## config.mk

```make
export PLATFORM = sky130hd
export DESIGN_NAME = fifo_hung_wdg
export DESIGN_NICKNAME = d
export VERILOG_FILES = /design/src/rtl/fifo_hung_wdg_pkg.sv /design/src/rtl/hung_prescaler.sv /design/src/rtl/hung_counter.sv /design/src/rtl/hung_status_bit.sv /design/src/rtl/fifo_hung_wdg.sv
export SDC_FILE = /design/constraint.sdc
export NUM_CORES = 1
export LEC_CHECK = 0
export BUFFER_PORTS_ARGS = -buffer_cell sky130_fd_sc_hd__buf_4
export CELL_PAD_IN_SITES_DETAIL_PLACEMENT = 1
export CELL_PAD_IN_SITES_GLOBAL_PLACEMENT = 1
export CORE_MARGIN = 2
export CORE_UTILIZATION = 32
export DETAILED_ROUTE_END_ITERATION = 12
export HOLD_SLACK_MARGIN = 0.15
export PLACE_DENSITY_LB_ADDON = 0.1
export SYNTH_ARGS = -nofsm -noshare
export SYNTH_HDL_FRONTEND = slang
export SYNTH_SLANG_ARGS = --single-unit
```

## constraint.sdc

```tcl
create_clock -name clk -period 7.6 [get_ports clk]
set_clock_uncertainty 0.15 [all_clocks]
set_input_delay 1.52 -clock clk [delete_from_list [all_inputs] [get_ports clk]]
set_output_delay 1.52 -clock clk [all_outputs]
set_load 0.01 [all_outputs]
```

## src/rtl/fifo_hung_wdg_pkg.sv

```systemverilog
package fifo_hung_wdg_pkg;

  // Tick limit: base count scaled down by a power of two.
  function automatic int unsigned tick_limit(input int unsigned base,
                                             input int unsigned shift);
    return base >> shift;
  endfunction

  // Next value of a raw status bit: a set overrides a clear.
  function automatic logic raw_next(input logic cur,
                                    input logic set,
                                    input logic clr);
    return set | (cur & ~clr);
  endfunction

endpackage

```

## src/rtl/hung_prescaler.sv

```systemverilog
module hung_prescaler #(
  parameter int unsigned BASE_COUNT = 88000,
  parameter int unsigned SHIFT_W    = 3
) (
  input  logic               clk,
  input  logic               rst_n,
  input  logic               restart,
  input  logic [SHIFT_W-1:0] shift,
  output logic               tick
);
  import fifo_hung_wdg_pkg::*;

  localparam int unsigned PRE_W = $clog2(BASE_COUNT + 1);

  logic [PRE_W-1:0] cnt;
  logic [PRE_W-1:0] limit;

  always_comb begin
    limit = PRE_W'(tick_limit(BASE_COUNT, 32'(shift)));
    tick  = !restart && (cnt >= limit);
  end

  always_ff @(posedge clk) begin
    if (!rst_n)       cnt <= '0;
    else if (restart) cnt <= '0;
    else if (tick)    cnt <= '0;
    else              cnt <= cnt + PRE_W'(1);
  end
endmodule

```

## src/rtl/hung_counter.sv

```systemverilog
module hung_counter #(
  parameter int unsigned THR_W = 8
) (
  input  logic             clk,
  input  logic             rst_n,
  input  logic             restart,
  input  logic             tick,
  input  logic [THR_W-1:0] threshold,
  output logic             hit
);
  logic [THR_W-1:0] cnt;
  logic [THR_W:0]   cnt_inc;
  logic             sat;

  always_comb begin
    cnt_inc = {1'b0, cnt} + {{THR_W{1'b0}}, 1'b1};
    sat     = cnt >= threshold;
    hit     = !restart && tick && !sat && (cnt_inc == {1'b0, threshold});
  end

  always_ff @(posedge clk) begin
    if (!rst_n)             cnt <= '0;
    else if (restart)       cnt <= '0;
    else if (tick && !sat)  cnt <= cnt_inc[THR_W-1:0];
  end
endmodule

```

## src/rtl/hung_status_bit.sv

```systemverilog
module hung_status_bit (
  input  logic clk,
  input  logic rst_n,
  input  logic set,
  input  logic clr,
  input  logic ena,
  output logic raw,
  output logic st
);
  import fifo_hung_wdg_pkg::*;

  always_ff @(posedge clk) begin
    if (!rst_n) raw <= 1'b0;
    else        raw <= raw_next(raw, set, clr);
  end

  assign st = raw & ena;
endmodule

```

## src/rtl/fifo_hung_wdg.sv

```systemverilog
module fifo_hung_wdg #(
  parameter int unsigned BASE_COUNT = 88000,
  parameter int unsigned THR_W      = 8,
  parameter int unsigned SHIFT_W    = 3,
  parameter int unsigned NUM_CH     = 2
) (
  input  logic               clk,
  input  logic               rst_n,
  input  logic               timeout_en,
  input  logic [THR_W-1:0]   threshold,
  input  logic [SHIFT_W-1:0] tick_shift,
  input  logic [NUM_CH-1:0]  fifo_activity,
  input  logic [NUM_CH-1:0]  int_ena,
  input  logic [NUM_CH-1:0]  int_clr,
  output logic [NUM_CH-1:0]  int_raw,
  output logic [NUM_CH-1:0]  int_st,
  output logic               hung_irq
);
  // Named internal events, observed by the bound checker.
  logic [NUM_CH-1:0] restart_w;
  logic [NUM_CH-1:0] tick_w;
  logic [NUM_CH-1:0] hit_w;

  for (genvar ch = 0; ch < NUM_CH; ch++) begin : g_ch
    assign restart_w[ch] = !timeout_en || fifo_activity[ch];

    hung_prescaler #(
      .BASE_COUNT(BASE_COUNT),
      .SHIFT_W   (SHIFT_W)
    ) u_pre (
      .clk    (clk),
      .rst_n  (rst_n),
      .restart(restart_w[ch]),
      .shift  (tick_shift),
      .tick   (tick_w[ch])
    );

    hung_counter #(
      .THR_W(THR_W)
    ) u_cnt (
      .clk      (clk),
      .rst_n    (rst_n),
      .restart  (restart_w[ch]),
      .tick     (tick_w[ch]),
      .threshold(threshold),
      .hit      (hit_w[ch])
    );

    hung_status_bit u_stat (
      .clk  (clk),
      .rst_n(rst_n),
      .set  (hit_w[ch]),
      .clr  (int_clr[ch]),
      .ena  (int_ena[ch]),
      .raw  (int_raw[ch]),
      .st   (int_st[ch])
    );
  end

  assign hung_irq = |int_st;
endmodule

```

After elaboration in Yosys (flattened, before gate mapping)
Cells that the tools add are included. Widths: inputs -> output; s select.

$add $sub $neg: 4. $mul: 0. Divide/modulo/power cells: 0. Magnitude comparators: 4. Equality and inequality tests: 2. Shifts and indexed selects: 1. Muxes and demuxes: 0. Bitwise gates (word level): 9. Reduce and logical (&&, ||, !) cells: 22.

Operators with widths (count): $add 17x1->17 const B (2); $ge 17x17->1 (2); $add 8x1->9 const B (2); $eq 9x8->1 (2); $shr 17x3->17 const A (1); $ge 8x8->1 (2); $logic_and 1x1->1 (10); $reduce_or 2->1 (3); $reduce_or 3->1 (2); $logic_not 1->1 (5); $and 1x1->1 (4); $not 1->1 (3); $logic_or 1x1->1 (2); $or 1x1->1 (2).

Flip-flop bits (word level): 52. Latch bits: 0. RAM bits: 0. Bits in read-only memories: 0. Input bits: 20. Output and inout bits: 5. Word-level logic and storage cells: 48. Memories kept: 0.

Longest topological paths before layout
Gate-level depths: netlist of the first run.

Depth in word-level cells: 8. Depth in mapped cells: 11. Depth with buffers taken out: 10.

Cells and area by module
From an unflattened synthesis of the first run, not the netlist that was laid out.

Cell total of the unflattened synthesis: 481. Area, all modules: 4072.7 µm².

By module, submodules not included: hung_prescaler (times used 2, cells an instance 142, area each 1229.9 µm², sequential area each 340.3 µm²); hung_counter (times used 2, cells an instance 93, area each 748.2 µm², sequential area each 160.2 µm²); hung_status_bit (times used 2, cells an instance 4, area each 48.8 µm², sequential area each 20.0 µm²); fifo_hung_wdg (times used 1, cells an instance 3, area each 18.8 µm², sequential area each 0.0 µm²).

Least setup slack after synthesis of the first run
OpenSTA, ideal clock, no wires.

Path type: in2reg. Start: input tick_shift[1]. End: register g_ch[0].u_cnt.cnt[1]. Setup time: 126 ps. Arrival: 3583 ps. Data required time: 7324 ps. Path slack: 3741 ps. Stages on the path: 11. Buffers on the path: 1. Path through: nor2_1 inv_1 a21oi_1 ha_1 and3_1 a221o_1 o2bb2ai_1 o211ai_1 buf_2 mux2i_1 nor2_1.

Cells in the longest elaborated chain, start to end: 4.

RTL lines: from (decl) (RTL line fifo_hung_wdg.sv:11) `input logic [SHIFT_W-1:0] tick_shift,`; $shr 17x3->17 (RTL line fifo_hung_wdg_pkg.sv:6) `return base >> shift;`; $ge 17x17->1 (RTL line hung_prescaler.sv:20) `tick = !restart && (cnt >= limit);`; $logic_and 1x1->1 (RTL line hung_prescaler.sv:20); $logic_and 1x1->1 (RTL line hung_counter.sv:24) `else if (tick && !sat) cnt <= cnt_inc[THR_W-1:0];`; to (signal assigned) (RTL line hung_counter.sv:24); to (decl) (RTL line hung_counter.sv:11) `logic [THR_W-1:0] cnt;`.

No other way between the ends. A chain may end at the register's enable or synchronous reset.

Worst setup path in the final report of the first run
Start: input tick_shift[1]. End: register g_ch[0].u_cnt.cnt[7].

Same word-level chain as after synthesis.

==> results of run 1 <==
==> how the worst min path moves through the flow <==
stage	startpoint	endpoint	slack (ns)	cells after the start
3_3_place_gp	g_ch[0].u_pre.cnt[0]$_SDFF_PP0_	g_ch[0].u_pre.cnt[0]$_SDFF_PP0_	0.30	1
6_report	g_ch[0].u_pre.cnt[0]$_SDFF_PP0_	g_ch[0].u_pre.cnt[0]$_SDFF_PP0_	0.31	1
5_1_grt	g_ch[0].u_pre.cnt[0]$_SDFF_PP0_	g_ch[0].u_pre.cnt[0]$_SDFF_PP0_	0.35	1
2_1_floorplan	g_ch[0].u_pre.cnt[0]$_SDFF_PP0_	g_ch[0].u_pre.cnt[0]$_SDFF_PP0_	0.28	1
3_5_place_dp	g_ch[0].u_pre.cnt[0]$_SDFF_PP0_	g_ch[0].u_pre.cnt[0]$_SDFF_PP0_	0.31	1
4_1_cts	g_ch[0].u_pre.cnt[0]$_SDFF_PP0_	g_ch[0].u_pre.cnt[0]$_SDFF_PP0_	0.32	1
==> placed cells by master, fill, tap and decap left out, types with 4 or more instances in the layout <==
| master | count |
|---|---|
| inv_1 | 22 |
| a21o_1 | 5 |
| nor3_1 | 4 |
| xor2_1 | 24 |
| dfxtp_1 | 52 |
| or2_2 | 5 |
| nand2b_1 | 4 |
| and2_1 | 9 |
| nor2_4 | 7 |
| nand3_1 | 24 |
| clkbuf_16 | 5 |
| buf_4 | 25 |
| o21a_1 | 5 |
| o21ai_0 | 17 |
| or3_1 | 9 |
| nor2_1 | 45 |
| o211ai_1 | 6 |
| nor3b_1 | 5 |
| xnor2_1 | 25 |
| a211oi_1 | 4 |
| ha_1 | 54 |
| and3_1 | 9 |
| a21oi_1 | 25 |
| nand2_1 | 30 |
| nand4_1 | 5 |
==> cell families (layout without fill, tap and decap cells) <==
| family | count (synthesis) | count (layout) | synth area share [%] |
|---|---|---|---|
| and+or+nand+nor | 173 | 173 | 23.9 |
| AOI/OAI and AO/OA | 86 | 86 | 14.8 |
| adders and majority gates | 54 | 54 | 17.6 |
| DFF | 52 | 52 | 27.1 |
| xor gates and xnor gates | 49 | 49 | 11.2 |
| buffers and inverters | 35 | 52 | 4.65 |
| muxes | 3 | 3 | 0.781 |
==> sequential cells by signal, indices dropped and copies added, names as in the netlist <==
name	cells
g_ch.u_stat.raw	2
g_ch.u_cnt.cnt	16
g_ch.u_pre.cnt	34
==> power groups by stage <==
stage                     combinational, µW  sequential (µW)  clock [µW]
after floorplan                        34.2              280           0
after global placement                 54.0              280           0
after detailed placement               55.4              280           0
after CTS                              55.6              274         223
after global routing                   62.5              274         234
final                                  54.3              274         214
==> Yosys cell counts, drive strengths merged, types with 2 or more instances <==
cell,instances,area [µm²]
o31a,3,26.3
and3,9,56.3
nand2,30,113
ha,54,676
or2,5,31.3
nor3,4,20.0
clkbuf,4,15.0
inv,22,82.6
o221ai,2,17.5
mux2i,3,30.0
dfxtp,52,1040
a21oi,25,125
and2,9,56.3
nand4,5,31.3
and4,3,26.3
nor3b,5,37.5
buf,9,81.3
a211oi,5,42.5
a21o,5,37.5
nand3,24,120
nor4,3,18.8
o21a,5,37.5
o211ai,6,45.0
o31ai,3,22.5
nand4b,2,17.5
nand2b,4,25.0
xnor2,25,219
a221o,3,30.0
nand3b,2,15.0
or4,2,15.0
o21ai,19,95.1
nor2b,2,12.5
xor2,24,210
nor2,55,267
or3,9,56.3
a211o,3,26.3
==> layout make-up <==
type	instances	area [µm²]	share of cell area, %
well taps	147	184	4.33
flip-flops and latches	52	1040	24.5
inverters	22	82.6	1.95
repair buffers	25	188	4.42
multi-input cells	365	2620	61.8
clock buffers	5	125	2.95
==> layer usage <==
layer  part of all wire, %  vias to the layer above  track usage (%)
li1                      -                     1637                -
met4                   1.2                        0             4.15
met2                    53                       33             29.0
met5                     0                        -                0
met1                    44                     1528             17.3
met3                   2.5                        5             2.23
==> critical path, delay by kind of cell <==
family	cells	cell delay [ns]
fa+ha+maj	1	0.28
simple gates	2	0.51
buf+inv	2	0.19
compound gates	6	2.00
==> through the flow <==
step                      power [µW]  setup WS (ns)  hold WS [ns]
after floorplan                  314           3.74         0.275
after global placement           334           3.05         0.302
after detailed placement         335           2.88         0.308
after CTS                        552           3.20         0.323
after global routing             570           2.95         0.350
final                            542           3.17         0.312
==> qor.yml, run 1 <==
outcome:
  outcome: "finished clean"
synth:
  ys_ff_latch: 52
  syn_nets: 526
  async_reset_ff_share_pct: 0
  synth-edff-count: 0
  synth_cell_types: 51
  synth_flop_cell: "dfxtp_1"
  synth_area_um2: 3840
  avgSynthCellArea_um2: 8.50
  ys_seq_area_share_pct: 27.1
  postSynthCellCount: 452
  ys_warn_count: 0
layout:
  fillers: 1416
  post-route-util_pct: 35.8
  drive_above_1_share_pct: 9.81
  fin_cells: 616
  final_area_um2: 4240
  nets: 545
  area_delta_synth_final_pct: 10.4
  antenna_cells: 0
place:
  place_congestion: 0.694
  dp.cells: 611
  place_area_um2: 4120
  dpl.hpwl_um: 7590
  numPortBuffers: 24
detailed_routing:
  wire_per_inst_um: 15.2
  drt_iter0_drc: 69
  drc_errors: 0
  wl_um: 9360
  vias_per_cell: 5.20
  first_pass_iters: 4
  ant_nets: 0
  vias: 3203
floorplanning:
  io_pins: 25
  chipHeight_um: 114
  floorplan.initialDensity_pct: 32.4
  die-area_um2: 12900
  coreArea_um2: 11900
  die_w_um: 114
  std_cell_rows: 40
grt:
  antenna_found_initial: 0
  grt_pass1_vias: 3312
  grt_overflow: 0
  grt_max_degree: 18
  grt_pass1_wl_um: 15700
  grtUsageTotal_pct: 15.1
cts:
  clk_latency_ns: 0.29
  cts_tree: "yes"
  root_buffer: "clkbuf_16"
  clock_sinks: 52
  clk_pin_slew_worst_paths_ns: 0.07
  htreeDepth: 2
  hold_buffers: 0
  cts_buffers: 5
  cts_setup_buffers: 0
  cts.repair.resized: 0
  clock_path_buffers: 2
timing:
  fin_setup_tns_ns: 0
  min_period_ns: 4.43
  drv_slew: 0
  fmax_ghz: 0.226
  rsz0062_at_grt: "false"
  slew-limit-headroom_pct: 23.4
  setup_violations: 0
  finalHoldViolations: 0
  tightestPinTransition_ns: 1.14
  min_period_over_period_pct: 58.3
pwr:
  combPwrFrac_pct: 10.0
  leakagePower_uw: 0.00173
  power_frac_seq_pct: 50.5
  ir_drop_uv: 74.1
  power.density_nw_per_um2: 128
  clkPwrFrac_pct: 39.5
  switching_share_pct: 23.8
  p_switching_uw: 129
  p_int_uw: 413
setup_path:
  slowest_delay_ns: 0.92
  crit_start: "tick_shift[1]"
  cpMostUsedCell: "a21oi_1"
  worstReg2RegEnd: "g_ch[0].u_cnt.cnt[7]$_SDFFE_PP0P_"
  cp-end-kind: "register"
  crit_end: "g_ch[0].u_cnt.cnt[7]$_SDFFE_PP0P_"
  ff2ff_setup_slack_ns: 4.69
  reg2regPathDepth: 7
  critPathLaunchType: "input port"
  worst_path_max_delay_cell: "o211ai_1"
  crit_type: "in -> reg"
  required_ns: 7.68
  cp.arrival_ns: 4.51
  worstPathMaxFanout: 15
  r2r-start: "g_ch[0].u_pre.cnt[2]$_SDFF_PP0_"
  path_cells: "buf_4 > nor2_1 > inv_1 > a21oi_1 > ha_1 > and3_1 > a221o_1 > o2bb2ai_1 > o211ai_1 > o21ai_0 > a21oi_1"
hold_path:
  hp-class: "reg -> reg"
run:
  cap_violations: 0
(Power assumes the default switching activity.)
==> inputs of run 2 (changes only) <==
ABC_AREA = 1   (was not set)
clock period = 4.5 ns   (was 7.6 ns; I/O delays follow)
==> run 2 against run 1 <==
Against the previous run: global-route usage up 1.5 points; total power up 72%; flip-flop and latch count unchanged; largest power group unchanged.
==> qor.yml, run 2 <==
layout:
  area_delta_synth_final_pct: 11.0  # was 10.4%
  top_regs: "g_ch.u_pre.cnt: 34 flops, g_ch.u_cnt.cnt: 16 flops, g_ch.u_stat.raw: 2 flops"  # unchanged
  largest_register: "g_ch.u_pre.cnt"  # unchanged
  post-route-util_pct: 36.5  # was 35.8%
  final_cell_mix: "193 x nand2_1, 99 x nor2_1, 78 x inv_1"  # was 54 x ha_1, 52 x dfxtp_1, 45 x nor2_1
  antenna_cells: 0  # unchanged
  nets: 731  # was 545
  drive_above_1_share_pct: 7.91  # was 9.81%
  final_common_cell: "nand2_1"  # was ha_1
  largest_register_ffs: 34  # unchanged
detailed_routing:
  vias_per_cell: 4.71  # was 5.20
  wire_per_inst_um: 13.3  # was 15.2 µm
  ant_nets: 0  # unchanged
  wl_um: 11000  # was 9360 µm
  drt_iter0_drc: 157  # was 69
  drc_errors: 0  # unchanged
  first_pass_iters: 4  # unchanged
  vias: 3903  # was 3203
setup_path:
  cp-end-kind: "register"  # unchanged
  required_ns: 4.56  # was 7.68 ns
  crit_start: "tick_shift[1]"  # unchanged
  cp_top_family: "simple AND/OR/NAND/NOR gates"  # was compound AO/OA/AOI/OAI gates
  worst_path_max_delay_cell: "nand4_2"  # was o211ai_1
  path_buf_inv: 2  # unchanged
  critPathLaunchType: "input port"  # unchanged
  r2r-start: "g_ch[0].u_pre.cnt[12]$_SDFF_PP0_"  # was g_ch[0].u_pre.cnt[2]$_SDFF_PP0_
  cpMostUsedCell: "nor2_1"  # was a21oi_1
  cp.arrival_ns: 3.09  # was 4.51 ns
  crit_type: "in -> reg"  # unchanged
  worstPathMaxFanout: 17  # was 15
  slowest_delay_ns: 0.43  # was 0.92 ns
  path_cells: "buf_4 > nor2_1 > inv_1 > a21oi_1 > ha_1 > nand2_1 > nor2_1 > nand3_1 > nor2_1 > nor2_1 > nand4_2 > a211oi_1"  # was buf_4 > nor2_1 > inv_1 > a21oi_1 > ha_1 > and3_1 > a221o_1 > o2bb2ai_1 > o211ai_1 > o21ai_0 > a21oi_1
floorplanning:
  io_pins: 25  # unchanged
  std_cell_rows: 41  # was 40
  die-area_um2: 14000  # was 12900 µm²
  coreArea_um2: 12700  # was 11900 µm²
  floorplan.initialDensity_pct: 32.9  # was 32.4%
  chipHeight_um: 118  # was 114 µm
  die_w_um: 118  # was 114 µm
grt:
  grt_overflow: 0  # unchanged
  antenna_found_initial: 0  # unchanged
  grt_max_degree: 18  # unchanged
  grt_pass1_vias: 3958  # was 3312
  grt_pass1_wl_um: 19000  # was 15700 µm
  grtUsageTotal_pct: 16.6  # was 15.1%
timing:
  drv_slew: 0  # unchanged
  rsz0062_at_grt: "false"  # unchanged
  fmax_ghz: 0.330
  finalHoldViolations: 0  # unchanged
  tightestPinTransition_ns: 0.476  # was 1.14 ns
  min_period_ns: 3.03
  min_period_over_period_pct: 67.4
  worst_slack_ns: 1.47  # was 3.17 ns
  setup_violations: 0  # unchanged
  slew-limit-headroom_pct: 68.2  # was 23.4%
  fin_setup_tns_ns: 0  # unchanged
cts:
  htreeDepth: 2  # unchanged
  cts.repair.resized: 0  # unchanged
  cts_buffers: 5  # unchanged
  clk_latency_ns: 0.30  # was 0.29 ns
  clock_sinks: 52  # unchanged
  hold_buffers: 0  # unchanged
  root_buffer: "clkbuf_16"  # unchanged
  clk_pin_slew_worst_paths_ns: 0.07  # about the same
  cts_setup_buffers: 0  # unchanged
  clock_path_buffers: 2  # unchanged
  cts_tree: "yes"  # unchanged
pwr:
  switching_share_pct: 25.2  # was 23.8%
  clkPwrFrac_pct: 40.7  # was 39.5%
  ir_drop_uv: 118  # was 74.1 µV
  power_frac_seq_pct: 49.6  # was 50.5%
  p_int_uw: 697  # was 413 µW
  p_switching_uw: 234  # was 129 µW
  leakagePower_uw: 0.00225  # was 0.00173 µW
  power.density_nw_per_um2: 201  # was 128 nW/µm²
  combPwrFrac_pct: 9.7  # was 10.0%
synth:
  ys_ff_latch: 52  # unchanged
  ys_seq_area_share_pct: 25.0  # was 27.1%
  postSynthCellCount: 636  # was 452
  synth_area_um2: 4170  # was 3840 µm²
  netlist_top_cells_area: "dfxtp_1 25%, nand2_1 17%, ha_1 16%"  # was dfxtp_1 27%, ha_1 18%, xnor2_1 5.7%
  async_reset_ff_share_pct: 0  # unchanged
  avgSynthCellArea_um2: 6.56  # was 8.50 µm²
  syn_nets: 710  # was 526
  synth_flop_cell: "dfxtp_1"  # unchanged
  synth_top_area_share_pct: 25.0  # was 27.1%
  synth-edff-count: 0  # unchanged
  yosysTopAreaCell: "dfxtp_1"  # unchanged
  yosys-top-cells-count: "193 x nand2_1, 99 x nor2_1, 78 x inv_1, 54 x ha_1, 52 x dfxtp_1"  # was 54 x ha_1, 52 x dfxtp_1, 45 x nor2_1, 30 x nand2_1
  ys_warn_count: 0  # unchanged
  synth.most_common_cell: "nand2_1"  # was ha_1
  synth_cell_types: 32  # was 51
place:
  place_congestion: 0.789  # was 0.694
  dpl.hpwl_um: 9180  # was 7590 µm
  pre_cts_ws_ns: 1.09  # was 2.88 ns
  numPortBuffers: 24  # unchanged
outcome:
  outcome: "finished clean"  # unchanged
run:
  cap_violations: 0  # unchanged
hold_path:
  hp-class: "reg -> reg"  # unchanged
  hp-start: "g_ch[1].u_pre.cnt[0]$_SDFF_PP0_"  # was g_ch[0].u_pre.cnt[0]$_SDFF_PP0_
==> run 2: final cells by class <==
cell class	instances	area [µm²]
Clock buffer	6	129
Sequential cell	52	1040
Clock inverter	1	5.00
Fill cell	1700	8040
Inverter	78	293
Timing Repair Buffer	24	180
Tap cell	172	215
Multi-Input combinational cell	496	2770
==> run 2: worst paths after layout <==
check                                          end  slack [ns]  cells past startpoint
setup reg to reg  g_ch[0].u_pre.cnt[12]$_SDFF_PP0_        2.32                      8
setup / recovery   g_ch[1].u_pre.cnt[6]$_SDFF_PP0_        1.47                     12
hold reg to reg    g_ch[1].u_pre.cnt[0]$_SDFF_PP0_        0.34                      1
hold / removal     g_ch[1].u_pre.cnt[0]$_SDFF_PP0_        0.34                      1
==> run 2: power by group through the flow <==
stage                     clock network [µW]  registers [µW]  logic, µW
final                                    379             462       90.2
after detailed placement                   0             473       91.3
after CTS                                398             462       91.9
after global placement                     0             473       88.3
after floorplan                            0             472       55.0
after global routing                     408             462        105
==> run 2: kinds of logic (layout without fill, tap and decap cells) <==
kind of cell               Yosys count  after routing  share of synthesized area, %
xor gates and xnor gates            16             16                          3.36
buffers and inverters               88            109                          8.70
AOI/OAI and AO/OA                   53             53                          6.87
DFF                                 52             52                          25.0
adders and majority gates           54             54                          16.2
and+or+nand+nor                    373            373                          39.9
==> run 2: per-layer routing <==
| layer | up-vias | wire (µm) | GRT usage, % | share of wire, % |
|---|---|---|---|---|
| li1 | 2083 | - | - | - |
| met1 | 1793 | 5980 | 24.3 | 54 |
| met2 | 20 | 4750 | 25.5 | 43 |
| met3 | 7 | 209 | 2.85 | 1.9 |
| met4 | 0 | 101 | 3.61 | 0.91 |
| met5 | - | 0 | 0 | 0 |
==> run 2: per-stage QoR <==
step,cells,hold WS (ns),total power (µW),instance area (µm²)
floorplan,636,0.291,527,4170
global placement,822,0.324,561,4500
detailed placement,822,0.322,564,4500
CTS,829,0.339,952,4630
global route,829,0.396,975,4630
finish,829,0.337,931,4630
==> inputs of run 3 (changes only) <==
clock period = 2.9 ns   (was 4.5 ns; I/O delays follow)
==> run 3 against run 2 <==
Against the previous run: utilization is 0.51 points higher; worst setup slack got worse by 1.1 ns; first-iteration DRC count down 15%; worst hold slack got worse by 0.0041 ns; global-route usage increased by 0.063 points; combinational power rose by 57%; critical path type unchanged; critical endpoint is now g_ch[1].u_cnt.cnt[2]$_SDFFE_PP0P_.
==> qor.yml, run 3 (synthesis results as in run 2) <==
grt:
  antenna_found_initial: 0  # unchanged
  grt_overflow: 0  # unchanged
  grt_pass1_vias: 3950  # was 3958
  grt_max_degree: 18  # unchanged
  grtUsageTotal_pct: 16.7  # was 16.6%
  grt_pass1_wl_um: 19100  # was 19000 µm
hold_path:
  hp-class: "reg -> reg"  # unchanged
  hp-start: "g_ch[1].u_pre.cnt[0]$_SDFF_PP0_"  # unchanged
layout:
  area_delta_synth_final_pct: 12.6  # was 11.0%
  nets: 733  # was 731
  final_common_cell: "nand2_1"  # unchanged
  final_area_um2: 4700  # was 4630 µm²
  final_cell_mix: "193 x nand2_1, 99 x nor2_1, 78 x inv_1"  # unchanged
  fillers: 1658  # was 1700
  top_regs: "g_ch.u_pre.cnt: 34 flops, g_ch.u_cnt.cnt: 16 flops, g_ch.u_stat.raw: 2 flops"  # unchanged
  largest_register: "g_ch.u_pre.cnt"  # unchanged
  drive_above_1_share_pct: 8.33  # was 7.91%
  antenna_cells: 0  # unchanged
  largest_register_ffs: 34  # unchanged
detailed_routing:
  drc_errors: 0  # unchanged
  drt_iter0_drc: 133  # was 157
  vias_per_cell: 4.72  # was 4.71
  vias: 3931  # was 3903
  wire_per_inst_um: 13.0  # was 13.3 µm
  ant_nets: 0  # unchanged
  first_pass_iters: 4  # unchanged
  wl_um: 10800  # was 11000 µm
floorplanning:
  floorplan.initialDensity_pct: 32.9  # unchanged
  io_pins: 25  # unchanged
  die-area_um2: 14000  # unchanged
  coreArea_um2: 12700  # unchanged
  chipHeight_um: 118  # unchanged
  die_w_um: 118  # unchanged
  std_cell_rows: 41  # unchanged
place:
  dpl.hpwl_um: 8970  # was 9180 µm
  place_congestion: 0.795  # was 0.789
  place_area_um2: 4520  # was 4500 µm²
  numPortBuffers: 24  # unchanged
timing:
  whs_ns: 0.333  # was 0.337 ns
  min_period_over_period_pct: 88.3
  fmax_ghz: 0.391
  tightestPinTransition_ns: 0.482  # was 0.476 ns
  slew-limit-headroom_pct: 67.8  # was 68.2%
  min_period_ns: 2.56
  drv_slew: 0  # unchanged
  finalHoldViolations: 0  # unchanged
  rsz0062_at_grt: "false"  # unchanged
  setup_violations: 0  # unchanged
cts:
  clock_sinks: 52  # unchanged
  root_buffer: "clkbuf_16"  # unchanged
  clk_pin_slew_worst_paths_ns: 0.07  # about the same
  clock_path_buffers: 2  # unchanged
  clk_latency_ns: 0.30  # about the same
  cts_tree: "yes"  # unchanged
  cts_buffers: 5  # unchanged
  htreeDepth: 2  # unchanged
setup_path:
  crit_type: "in -> reg"  # unchanged
  ff2ff_setup_slack_ns: 0.78  # was 2.32 ns
  r2r-start: "g_ch[0].u_cnt.cnt[3]$_SDFFE_PP0P_"  # was g_ch[0].u_pre.cnt[12]$_SDFF_PP0_
  crit_start: "tick_shift[1]"  # unchanged
  required_ns: 2.95  # was 4.56 ns
  cp-end-kind: "register"  # unchanged
  worstPathMaxFanout: 16  # was 17
  crit_end: "g_ch[1].u_cnt.cnt[2]$_SDFFE_PP0P_"  # was g_ch[1].u_pre.cnt[6]$_SDFF_PP0_
  cp.arrival_ns: 2.61  # was 3.09 ns
  reg2regPathDepth: 10  # was 8
  worstReg2RegEnd: "g_ch[0].u_cnt.cnt[6]$_SDFFE_PP0P_"  # was g_ch[0].u_pre.cnt[12]$_SDFF_PP0_
  critPathLaunchType: "input port"  # unchanged
pwr:
  leakagePower_uw: 0.00228  # was 0.00225 µW
  power.density_nw_per_um2: 329  # was 201 nW/µm²
  ir_drop_uv: 265  # was 118 µV
run:
  cap_violations: 0  # unchanged
outcome:
  outcome: "finished clean"  # unchanged
## run 3: how the worst min path moves through the flow
stage,endpoint,slack (ns),depth (start not counted)
2_1_floorplan,g_ch[1].u_pre.cnt[0]$_SDFF_PP0_,0.29,1
3_3_place_gp,g_ch[1].u_pre.cnt[0]$_SDFF_PP0_,0.31,1
3_5_place_dp,g_ch[1].u_pre.cnt[0]$_SDFF_PP0_,0.33,1
4_1_cts,g_ch[1].u_pre.cnt[0]$_SDFF_PP0_,0.34,1
5_1_grt,g_ch[1].u_pre.cnt[0]$_SDFF_PP0_,0.37,1
6_report,g_ch[1].u_pre.cnt[0]$_SDFF_PP0_,0.33,1
## run 3: power by group
| group | switching [µW] | internal [µW] | total (µW) | leakage, µW |
|---|---|---|---|---|
| combinational | 88.7 | 53.5 | 142 | 0.00178 |
| sequential | 1.96 | 715 | 717 | 0.000419 |
| clock | 280 | 407 | 687 | 0.0000808 |
## run 3: stage by stage
step / TNS [ns] / setup slack [ns] / power, µW / util (%) / cells
after floorplan: 0 / 0.319 / 819 / - / 636
after global placement: 0 / 0.0744 / 873 / 35.7 / 824
after detailed placement: -0.0187 / -0.0115 / 878 / 35.7 / 824
after CTS: 0 / 0.315 / 1580 / 37.0 / 832
after global routing: 0 / 0.0788 / 1630 / 37.1 / 832
final: 0 / 0.339 / 1550 / 37.1 / 832
## run 3: routing by layer
metal | vias up | track usage (%) | share of wire [%]
met1 | 1808 | 24.0 | 55
met5 | - | 0 | 0
met2 | 30 | 25.8 | 41
met4 | 0 | 3.24 | 0.78
li1 | 2087 | - | -
met3 | 6 | 3.52 | 2.5
## run 3: cell type report
class / instances / area, µm² / share of cell area [%]
clock inverters: 2 / 35.0 / 0.746
multi-input cells: 496 / 2780 / 59.1
flip-flops and latches: 52 / 1040 / 22.2
clock buffers: 6 / 129 / 2.74
well taps: 172 / 215 / 4.58
inverters: 78 / 293 / 6.24
repair buffers: 26 / 208 / 4.42
## run 3: critical path: stages
cell	delay, ns
buf_4	0.11
nor2_1	0.29
inv_1	0.12
a21oi_1	0.26
ha_1	0.17
nand2_1	0.05
nor2_1	0.17
nand4_1	0.14
nand2_1	0.09
nand2_1	0.09
nand3_2	0.11
nand3_4	0.18
a21oi_1	0.21
nor2_1	0.06
## run 3: repair_timing
action / CTS / global route
buffers inserted: 0 / 0
resized for setup: 0 / 1
setup endpoints to repair: 0 / 1
hold buffers: 0 / 0
